`src/rtl/frt_pkg.sv`:
```
package frt_pkg;
  localparam int KINDS  = 2;
  localparam int MASK_W = 4;

  typedef struct packed {
    logic              valid;
    logic              strict;
    logic [MASK_W-1:0] mask;
    logic [KINDS-1:0]  drained;
  } fence_t;

  // which counters a fence depends on: bit0 loads, bit1 stores
  function automatic logic [KINDS-1:0] waits_on(input logic [MASK_W-1:0] m);
    return {m[3] | m[2], m[1] | m[0]};
  endfunction

  function automatic logic holds_loads(input logic [MASK_W-1:0] m);
    return m[0] | m[2];
  endfunction

  function automatic logic holds_stores(input logic [MASK_W-1:0] m);
    return m[1] | m[3];
  endfunction

  function automatic logic [7:0] count_step(input logic [7:0] c, input logic up, input logic dn);
    logic [7:0] r;
    r = c;
    if (up && !dn) r = c + 8'd1;
    else if (dn && !up) r = c - 8'd1;
    return r;
  endfunction
endpackage

```
`src/rtl/frt_kind_counter.sv`:
```
module frt_kind_counter #(
  parameter int CNT_W = 4
) (
  input  logic clk,
  input  logic rst_n,
  input  logic issue,
  input  logic done,
  output logic is_zero
);
  import frt_pkg::*;

  logic [CNT_W-1:0] cnt_q;
  logic [7:0]       step_w;

  assign step_w  = count_step(8'(cnt_q), issue, done);
  assign is_zero = (cnt_q == '0);

  always_ff @(posedge clk) begin
    if (!rst_n) cnt_q <= '0;
    else        cnt_q <= step_w[CNT_W-1:0];
  end

  assert_no_underflow_R10: assert property (@(posedge clk) disable iff (!rst_n)
    (done && !issue) |-> (cnt_q != '0));

  assert_no_overflow_R10: assert property (@(posedge clk) disable iff (!rst_n)
    (issue && !done) |-> (cnt_q != {CNT_W{1'b1}}));

  assert_pair_hold_R10: assert property (@(posedge clk) disable iff (!rst_n)
    (issue && done) |=> $stable(cnt_q));
endmodule

```
`src/rtl/frt_fence_queue.sv`:
```
module frt_fence_queue #(
  parameter int FENCES = 4
) (
  input  logic                                clk,
  input  logic                                rst_n,
  input  logic                                alloc_valid,
  input  logic [frt_pkg::MASK_W-1:0]          alloc_mask,
  input  logic                                alloc_strict,
  input  logic [frt_pkg::KINDS-1:0]           kind_zero,
  output logic [FENCES-1:0]                   ent_valid,
  output logic [FENCES-1:0]                   ent_strict,
  output logic [FENCES-1:0][frt_pkg::MASK_W-1:0] ent_mask,
  output logic                                retire
);
  import frt_pkg::*;

  localparam int CW = $clog2(FENCES + 1);

  fence_t        q_r   [FENCES];
  fence_t        upd_w [FENCES];
  fence_t        nxt_w [FENCES];
  logic [CW-1:0] occ_q;
  logic [CW-1:0] wp_w;
  logic          accept;

  // oldest entry is releasable once every counter it waits on has drained
  assign retire = q_r[0].valid &&
                  ((waits_on(q_r[0].mask) & ~q_r[0].drained) == '0);
  assign accept = alloc_valid && ((occ_q < CW'(FENCES)) || retire);
  assign wp_w   = retire ? occ_q - CW'(1) : occ_q;

  always_comb begin
    for (int i = 0; i < FENCES; i++) begin
      upd_w[i] = q_r[i];
      if (q_r[i].valid) upd_w[i].drained = q_r[i].drained | kind_zero;
    end
    for (int i = 0; i < FENCES; i++) begin
      if (retire) nxt_w[i] = (i < FENCES - 1) ? upd_w[(i + 1) % FENCES] : '0;
      else        nxt_w[i] = upd_w[i];
      if (accept && (CW'(i) == wp_w)) begin
        nxt_w[i].valid   = 1'b1;
        nxt_w[i].strict  = alloc_strict;
        nxt_w[i].mask    = alloc_mask;
        nxt_w[i].drained = '0;
      end
    end
  end

  always_ff @(posedge clk) begin
    if (!rst_n) begin
      occ_q <= '0;
      for (int i = 0; i < FENCES; i++) q_r[i] <= '0;
    end else begin
      occ_q <= occ_q + CW'(accept) - CW'(retire);
      for (int i = 0; i < FENCES; i++) q_r[i] <= nxt_w[i];
    end
  end

  generate
    for (genvar g = 0; g < FENCES; g++) begin : g_out
      assign ent_valid[g]  = q_r[g].valid;
      assign ent_strict[g] = q_r[g].strict;
      assign ent_mask[g]   = q_r[g].mask;
    end
  endgenerate

  assert_cap_R6: assert property (@(posedge clk) disable iff (!rst_n)
    occ_q <= CW'(FENCES));

  assert_pop_one_R5: assert property (@(posedge clk) disable iff (!rst_n)
    (retire && !accept) |=> (occ_q == $past(occ_q) - CW'(1)));

  assert_top_empty_R5: assert property (@(posedge clk) disable iff (!rst_n)
    (retire && !accept) |=> !ent_valid[FENCES-1]);

  assert_packed_R5: assert property (@(posedge clk) disable iff (!rst_n)
    $countones(ent_valid) == int'(occ_q));
endmodule

```
`src/rtl/fence_release_tracker.sv`:
```
module fence_release_tracker #(
  parameter int FENCES = 4,
  parameter int CNT_W  = 4
) (
  input  logic              clk,
  input  logic              rst_n,
  input  logic              alloc_valid,
  input  logic [3:0]        alloc_mask,
  input  logic              alloc_strict,
  input  logic [1:0]        op_issue,
  input  logic [1:0]        op_done,
  input  logic              spec_en,
  output logic [FENCES-1:0] fence_valid,
  output logic              ld_blocked,
  output logic              st_blocked,
  output logic              spec_pass_ok,
  output logic              spec_release
);
  import frt_pkg::*;

  logic [KINDS-1:0]               kind_zero;
  logic [FENCES-1:0]              ent_strict;
  logic [FENCES-1:0][MASK_W-1:0]  ent_mask;
  logic                           retire;
  logic [FENCES-1:0]              hold_ld_w;
  logic [FENCES-1:0]              hold_st_w;

  generate
    for (genvar k = 0; k < KINDS; k++) begin : g_cnt
      frt_kind_counter #(.CNT_W(CNT_W)) cnt_i (
        .clk     (clk),
        .rst_n   (rst_n),
        .issue   (op_issue[k]),
        .done    (op_done[k]),
        .is_zero (kind_zero[k])
      );
    end
    for (genvar g = 0; g < FENCES; g++) begin : g_hold
      assign hold_ld_w[g] = fence_valid[g] && holds_loads(ent_mask[g]);
      assign hold_st_w[g] = fence_valid[g] && holds_stores(ent_mask[g]);
    end
  endgenerate

  frt_fence_queue #(.FENCES(FENCES)) queue_i (
    .clk          (clk),
    .rst_n        (rst_n),
    .alloc_valid  (alloc_valid),
    .alloc_mask   (alloc_mask),
    .alloc_strict (alloc_strict),
    .kind_zero    (kind_zero),
    .ent_valid    (fence_valid),
    .ent_strict   (ent_strict),
    .ent_mask     (ent_mask),
    .retire       (retire)
  );

  assign ld_blocked   = |hold_ld_w;
  assign st_blocked   = |hold_st_w;
  assign spec_pass_ok = spec_en && !(|(fence_valid & ent_strict));
  assign spec_release = spec_en && retire;

  assert_release_has_fence_R7: assert property (@(posedge clk) disable iff (!rst_n)
    spec_release |-> fence_valid[0]);

  assert_strict_stops_spec_R8: assert property (@(posedge clk) disable iff (!rst_n)
    (fence_valid[0] && ent_strict[0] && !retire) |=> !spec_pass_ok);
endmodule

```
`config.mk`:
```
export PLATFORM = sky130hd
export DESIGN_NAME = fence_release_tracker
export DESIGN_NICKNAME = d
export VERILOG_FILES = /design/src/rtl/frt_pkg.sv /design/src/rtl/frt_kind_counter.sv /design/src/rtl/frt_fence_queue.sv /design/src/rtl/fence_release_tracker.sv
export SDC_FILE = /design/constraint.sdc
export NUM_CORES = 1
export LEC_CHECK = 0
export ABC_AREA = 1
export BUFFER_PORTS_ARGS = -buffer_cell sky130_fd_sc_hd__buf_2
export CORE_ASPECT_RATIO = 1.1
export CORE_MARGIN = 2
export CORE_UTILIZATION = 55
export CTS_BUF_LIST = sky130_fd_sc_hd__clkbuf_4
export CTS_CLUSTER_SIZE = 30
export DETAILED_ROUTE_END_ITERATION = 12
export HOLD_SLACK_MARGIN = 0.12
export PLACE_DENSITY = 0.82
export SETUP_SLACK_MARGIN = 0.02
export SLEW_MARGIN = 20
export SYNTH_ARGS = -nofsm -noshare
export SYNTH_HDL_FRONTEND = slang
export SYNTH_SLANG_ARGS = --single-unit
export TNS_END_PERCENT = 20
```
`constraint.sdc`:
```
create_clock -name clk -period 3.2 [get_ports clk]
set_clock_uncertainty 0.2 [all_clocks]
set_input_delay 0.64 -clock clk [delete_from_list [all_inputs] [get_ports clk]]
set_output_delay 0.64 -clock clk [all_outputs]
set_load 0.02 [all_outputs]
```
### Word-level counts from Yosys, hierarchy flattened

Memory sizes are Yosys's and may differ from the RTL's.
Cells that the tools add are included.

| storage, ports and cells | value |
|---|---|
| register bits after elaboration | 11 |
| bits in latches | 0 |
| bits in writable memories | 32 |
| memory bits (read-only) | 0 |
| bits of input ports | 13 |
| output and inout bits | 8 |
| memories kept | 1 |

| operators by class | value |
|---|---|
| add/sub/neg operators | 7 |
| multiply operators | 0 |
| divide/modulo/power cells | 0 |
| $lt $le $gt $ge | 1 |
| equality and inequality tests | 3 |
| shifts and indexed selects | 0 |
| muxes and demuxes | 23 |
| bitwise gates (word level) | 21 |
| reductions and logical operators | 35 |

Memories:

| memory | words | width | rd ports | clocked after memory_dff | wr ports | RTL line | RTL |
|---|---|---|---|---|---|---|---|
| queue_i.q_r | 4 | 8 | 4 | 0 | 4 | frt_fence_queue.sv:19 | `fence_t q_r [FENCES];` |

Operator list:

| cell | count |
|---|---|
| $mux W8 | 12 |
| $logic_and A1 B1 Y1 | 20 |
| $mux W4 | 4 |
| $or A1 B1 Y1 | 14 |
| $reduce_or A4 Y1 | 3 |
| $add A4 B1 Y4 const B | 2 |
| $logic_not A4 Y1 | 2 |
| $mux W2 | 4 |
| $or A2 B2 Y2 | 4 |
| $sub A4 B1 Y4 const B | 2 |
| $eq A2 B3 Y1 const A | 2 |
| $logic_not A1 Y1 | 5 |
| $and A4 B4 Y4 | 1 |
| $reduce_bool A2 Y1 | 2 |
| $add A3 B1 Y3 | 1 |
| $eq A1 B3 Y1 const A | 1 |
| $logic_not A3 Y1 | 1 |
| $lt A3 B3 Y1 const B | 1 |
| $mux W3 | 1 |
| $sub A3 B1 Y3 | 1 |
| $sub A3 B1 Y3 const B | 1 |
| $and A2 B2 Y2 | 1 |
| $logic_not A2 Y1 | 1 |
| $mux W1 | 2 |
| other kinds (2) | 2 |

### Logic depth before layout (Yosys ltp)

An unclocked memory read counts as a cell.

| depth | value |
|---|---|
| word-level depth | 10 |
| gate-level depth with buffers | 13 |

### By module

A second synthesis with hierarchy kept.

| unflattened totals | value |
|---|---|
| cells, all modules | 394 |
| area, all modules | 2742.6 um^2 |

Modules (own cells, without submodules):

| module | instances | cells an instance | area each (um^2) | sequential area each (um^2) |
|---|---|---|---|---|
| frt_fence_queue | 1 | 281 | 2059.5 | 700.7 |
| frt_kind_counter | 2 | 39 | 275.3 | 80.1 |
| fence_release_tracker | 1 | 35 | 132.6 | 0.0 |

### Least setup slack after synthesis

No wires, ideal clock.

| path | value |
|---|---|
| path kind | reg2reg |
| start | memory queue_i.q_r[0][2] (netlist name) |
| end | register queue_i.occ_q[2] |
| arrival time | 2.177 ns |
| required time | 2.875 ns |
| setup slack | 0.698 ns |
| cell stages (with the launch flop) | 12 |
| buffers on the path | 1 |
| period minus slack after synthesis | 2.502 ns |
| path through | dfxtp_1 > o21ai_4 > nand3_4 > inv_1 > buf_2 > ha_1 > nor2_8 > inv_1 > fa_1 > xor2_1 > o21ai_0 > a21oi_1 |

RTL lines:

| element | RTL line | RTL |
|---|---|---|
| start, declared | frt_fence_queue.sv:19 |  |
| end signal, assigned | frt_fence_queue.sv:54 | `occ_q <= occ_q + CW'(accept) - CW'(retire);` |
| end, declared | frt_fence_queue.sv:22 | `logic [CW-1:0] occ_q;` |

==> key figures <==
Place
  – Port Buffers: 20
  – Place WS: 0.7848 ns
  – DP Wirelength: 3.687 mm
  – Final Wtd Congestion: 0.8355

Worst setup path
  – WP data arrival: 1.64 ns
  – CP peak stage delay: 0.42 ns
  – Critical-path top delay cell: dfxtp_1
  – Worst R2R Start: queue_i.q_r[0][7]
  – Crit path buf inv count: 1
  – WP depth: 3
  – Reg2Reg Capture Point: queue_i.occ_q[2]
  – Worst setup SP type: flop
  – Top delay family on crit path: compound AO/OA/AOI/OAI gates
  – Worst path cell trace: a221o_1 -> a221oi_1 -> buf_2
  – FF-to-FF setup slack: 0.81 ns
  – Worst path required time: 2.36 ns
  – Depth of the worst register-to-register path: 10
  – Setup crit end kind: primary output
  – Critical setup path kind: flop to primary output
  – Crit path capture: spec_pass_ok
  – Crit path max fanout: 6
  – CP Launch Point: queue_i.q_r[0][15]

Yosys
  – Syn Nets: 360
  – Dominant cells by area after synthesis: dfxtp_1, nand2_1, a21oi_1, nand3_1, inv_1
  – Post-synthesis sequential area ratio: 35.54%
  – Post-synth EDFFs: 0
  – Async SR Flop Fraction: 0%
  – Count of cell types in the netlist: 27
  – Synth cell count leaders: nand2_1, dfxtp_1, inv_1
  – Syn avg cell area: 7.209 um2
  – Count leader, synth: nand2_1
  – Top cell type's share of synthesized area: 35.54%
  – Mapped Cells: 336
  – Ys Warns: 0
  – Yosys reg bits: 43
  – Cell taking the most area after synthesis: dfxtp_1
  – Mapped Area: 2422 um2
  – Predominant post-synthesis flop cell: dfxtp_1

Run status
  – Outcome: complete, no violations

Worst hold path
  – Hold path start: queue_i.q_r[0][26]
  – Hold Crit Class: flop to flop

Die
  – Die width: 67.28 um
  – Die Footprint: 4952 um2
  – Die height: 73.61 um
  – Core area: 4254 um2
  – Starting Density: 56.94%
  – I/O pin count: 21
  – FP Rows: 25

STA
  – Final setup margin: 0.7156 ns
  – Number of setup violations in the final report: 0
  – Max Clk Rate: 402.5 MHz
  – Worst-Margin Slew: 0.5448 ns
  – Setup TNS: 0 ns
  – Fin. max-slew vios: 0
  – Worst slew margin: 63.64%
  – Final Cycle Share: 77.64%
  – Post-route minimum period: 2.484 ns
  – Hold Fails Final Rpt: 0
  – RSZ-0062 raised after global routing: no

Global routing
  – Number of global-route vias before repair: 2000
  – Largest net degree at the start of global routing: 32
  – First-pass GRT wire length: 8.700 mm
  – Total GRT Usage: 22.88%
  – Overflow after GRT: 0
  – Antenna violations before repair: 0

Flow run
  – Max-cap violations: 0

Route
  – 1st-iter DRT viols: 151
  – Vias: 2129
  – DRC: 0
  – Routed Antenna Nets: 0
  – Detailed Route WL: 4.981 mm
  – DRT Pass-1 Iters: 6
  – Vias/cell: 5.283
  – WL per Instance: 12.36 um

Clock network
  – Root Buffer Master: clkbuf_4
  – Longest Clk Path Bufs: 2
  – Post-cts repair resize count: 0
  – CTS tree: yes
  – Hold Buf Count CTS: 0
  – Worst-path clk slew: 0.13 ns
  – CTS Buf Count: 5
  – H-tree level count: 2
  – Clk_lat worst skew: 0.36 ns
  – # clock sinks: 43
  – Post-CTS setup repair buffer count: 0

Final layout
  – Fraction of layout instances using a drive strength above 1: 12.89%
  – Area delta synth->final: 5.578%
  – Nets: 372
  – Diode count: 0

Power and ir drop
  – Static leakage: 1.182 nW
  – Pwr Density: 820.8 nW/um2
  – Worst IR Drop VDD: 0.3298 mV
-- flip-flops by register name (all words and copies together), names as in the netlist --
signal	cells
queue_i.q_r	32
queue_i.occ_q	3
g_cnt.cnt_i.cnt_q	8
-- routing by layer --
layer,up-vias,track usage (%),share of wire [%]
li1,1107,-,-
met1,942,29.48,45
met2,71,38.28,47
met3,9,4.441,6.3
met4,0,7.483,1.7
met5,-,0,0
-- power breakdown --
part / internal [mW] / switching [mW] / leakage [nW]
logic: 0.355 / 0.681 / 0.798
registers: 0.666 / 0.127 / 0.352
clock network: 0.0934 / 0.177 / 0.0317
-- cells in the final DEF, fill, tap and decap left out, drive strengths merged, types with 5 or more instances in the layout --
cell     n
nand2   98
dfxtp   43
inv     36
a21oi   34
nand3   33
o21ai   24
buf     23
nor2    21
ha       8
o21bai   6
clkbuf   6
nand4    5
-- cells by family (layout without fill, tap and decap cells) --
kind of cell	count (synthesis)	after routing	share of synthesized area, %
DFF	43	43	35.54
buffers and inverters	54	67	10.23
xor gates and xnor gates	4	4	1.446
adders and majority gates	11	11	6.612
AOI/OAI and AO/OA	67	67	15.81
and+or+nand+nor	157	157	30.37
-- worst reg2reg max path, delay by kind of cell (launching register included) --
kind	cells	cell delay, ns
AO/OA/AOI/OAI	2	0.19
flip-flops	1	0.56
AND/OR/NAND/NOR	4	0.46
buffers and inverters	2	0.34
adder cells (fa/ha/maj)	1	0.38
XOR/XNOR	1	0.16
-- per-stage QoR --
step                std cells  utilization [%]  cell area (um2)  hold WS, ns  power [mW]
finish                    403            60.12             2557       0.2724       2.099
global route              403            60.12             2557       0.2912       2.266
CTS                       403            60.12             2557       0.2703       2.102
detailed placement        395            58.76             2500       0.2521       1.834
global placement          395            58.76             2500       0.2468       1.795
floorplan                 336                -             2422       0.2357       1.680
-- layout make-up --
class | count | area, um2
inverters | 36 | 135.1
flip-flops and latches | 43 | 860.8
fillers | 392 | 1697
clock buffers | 6 | 45.04
clock inverters | 2 | 12.51
well taps | 54 | 67.56
repair buffers | 23 | 122.6
multi-input cells | 239 | 1314
-- how the worst min path moves through the flow --
stage | endpoint | depth (start not counted)
finish | queue_i.q_r[0][26] | 2
global route | queue_i.q_r[0][27] | 3
CTS | queue_i.q_r[0][29] | 2
detailed placement | queue_i.q_r[0][29] | 2
global placement | queue_i.q_r[0][28] | 2
floorplan | queue_i.q_r[0][28] | 2
(Power assumes the default switching activity.)
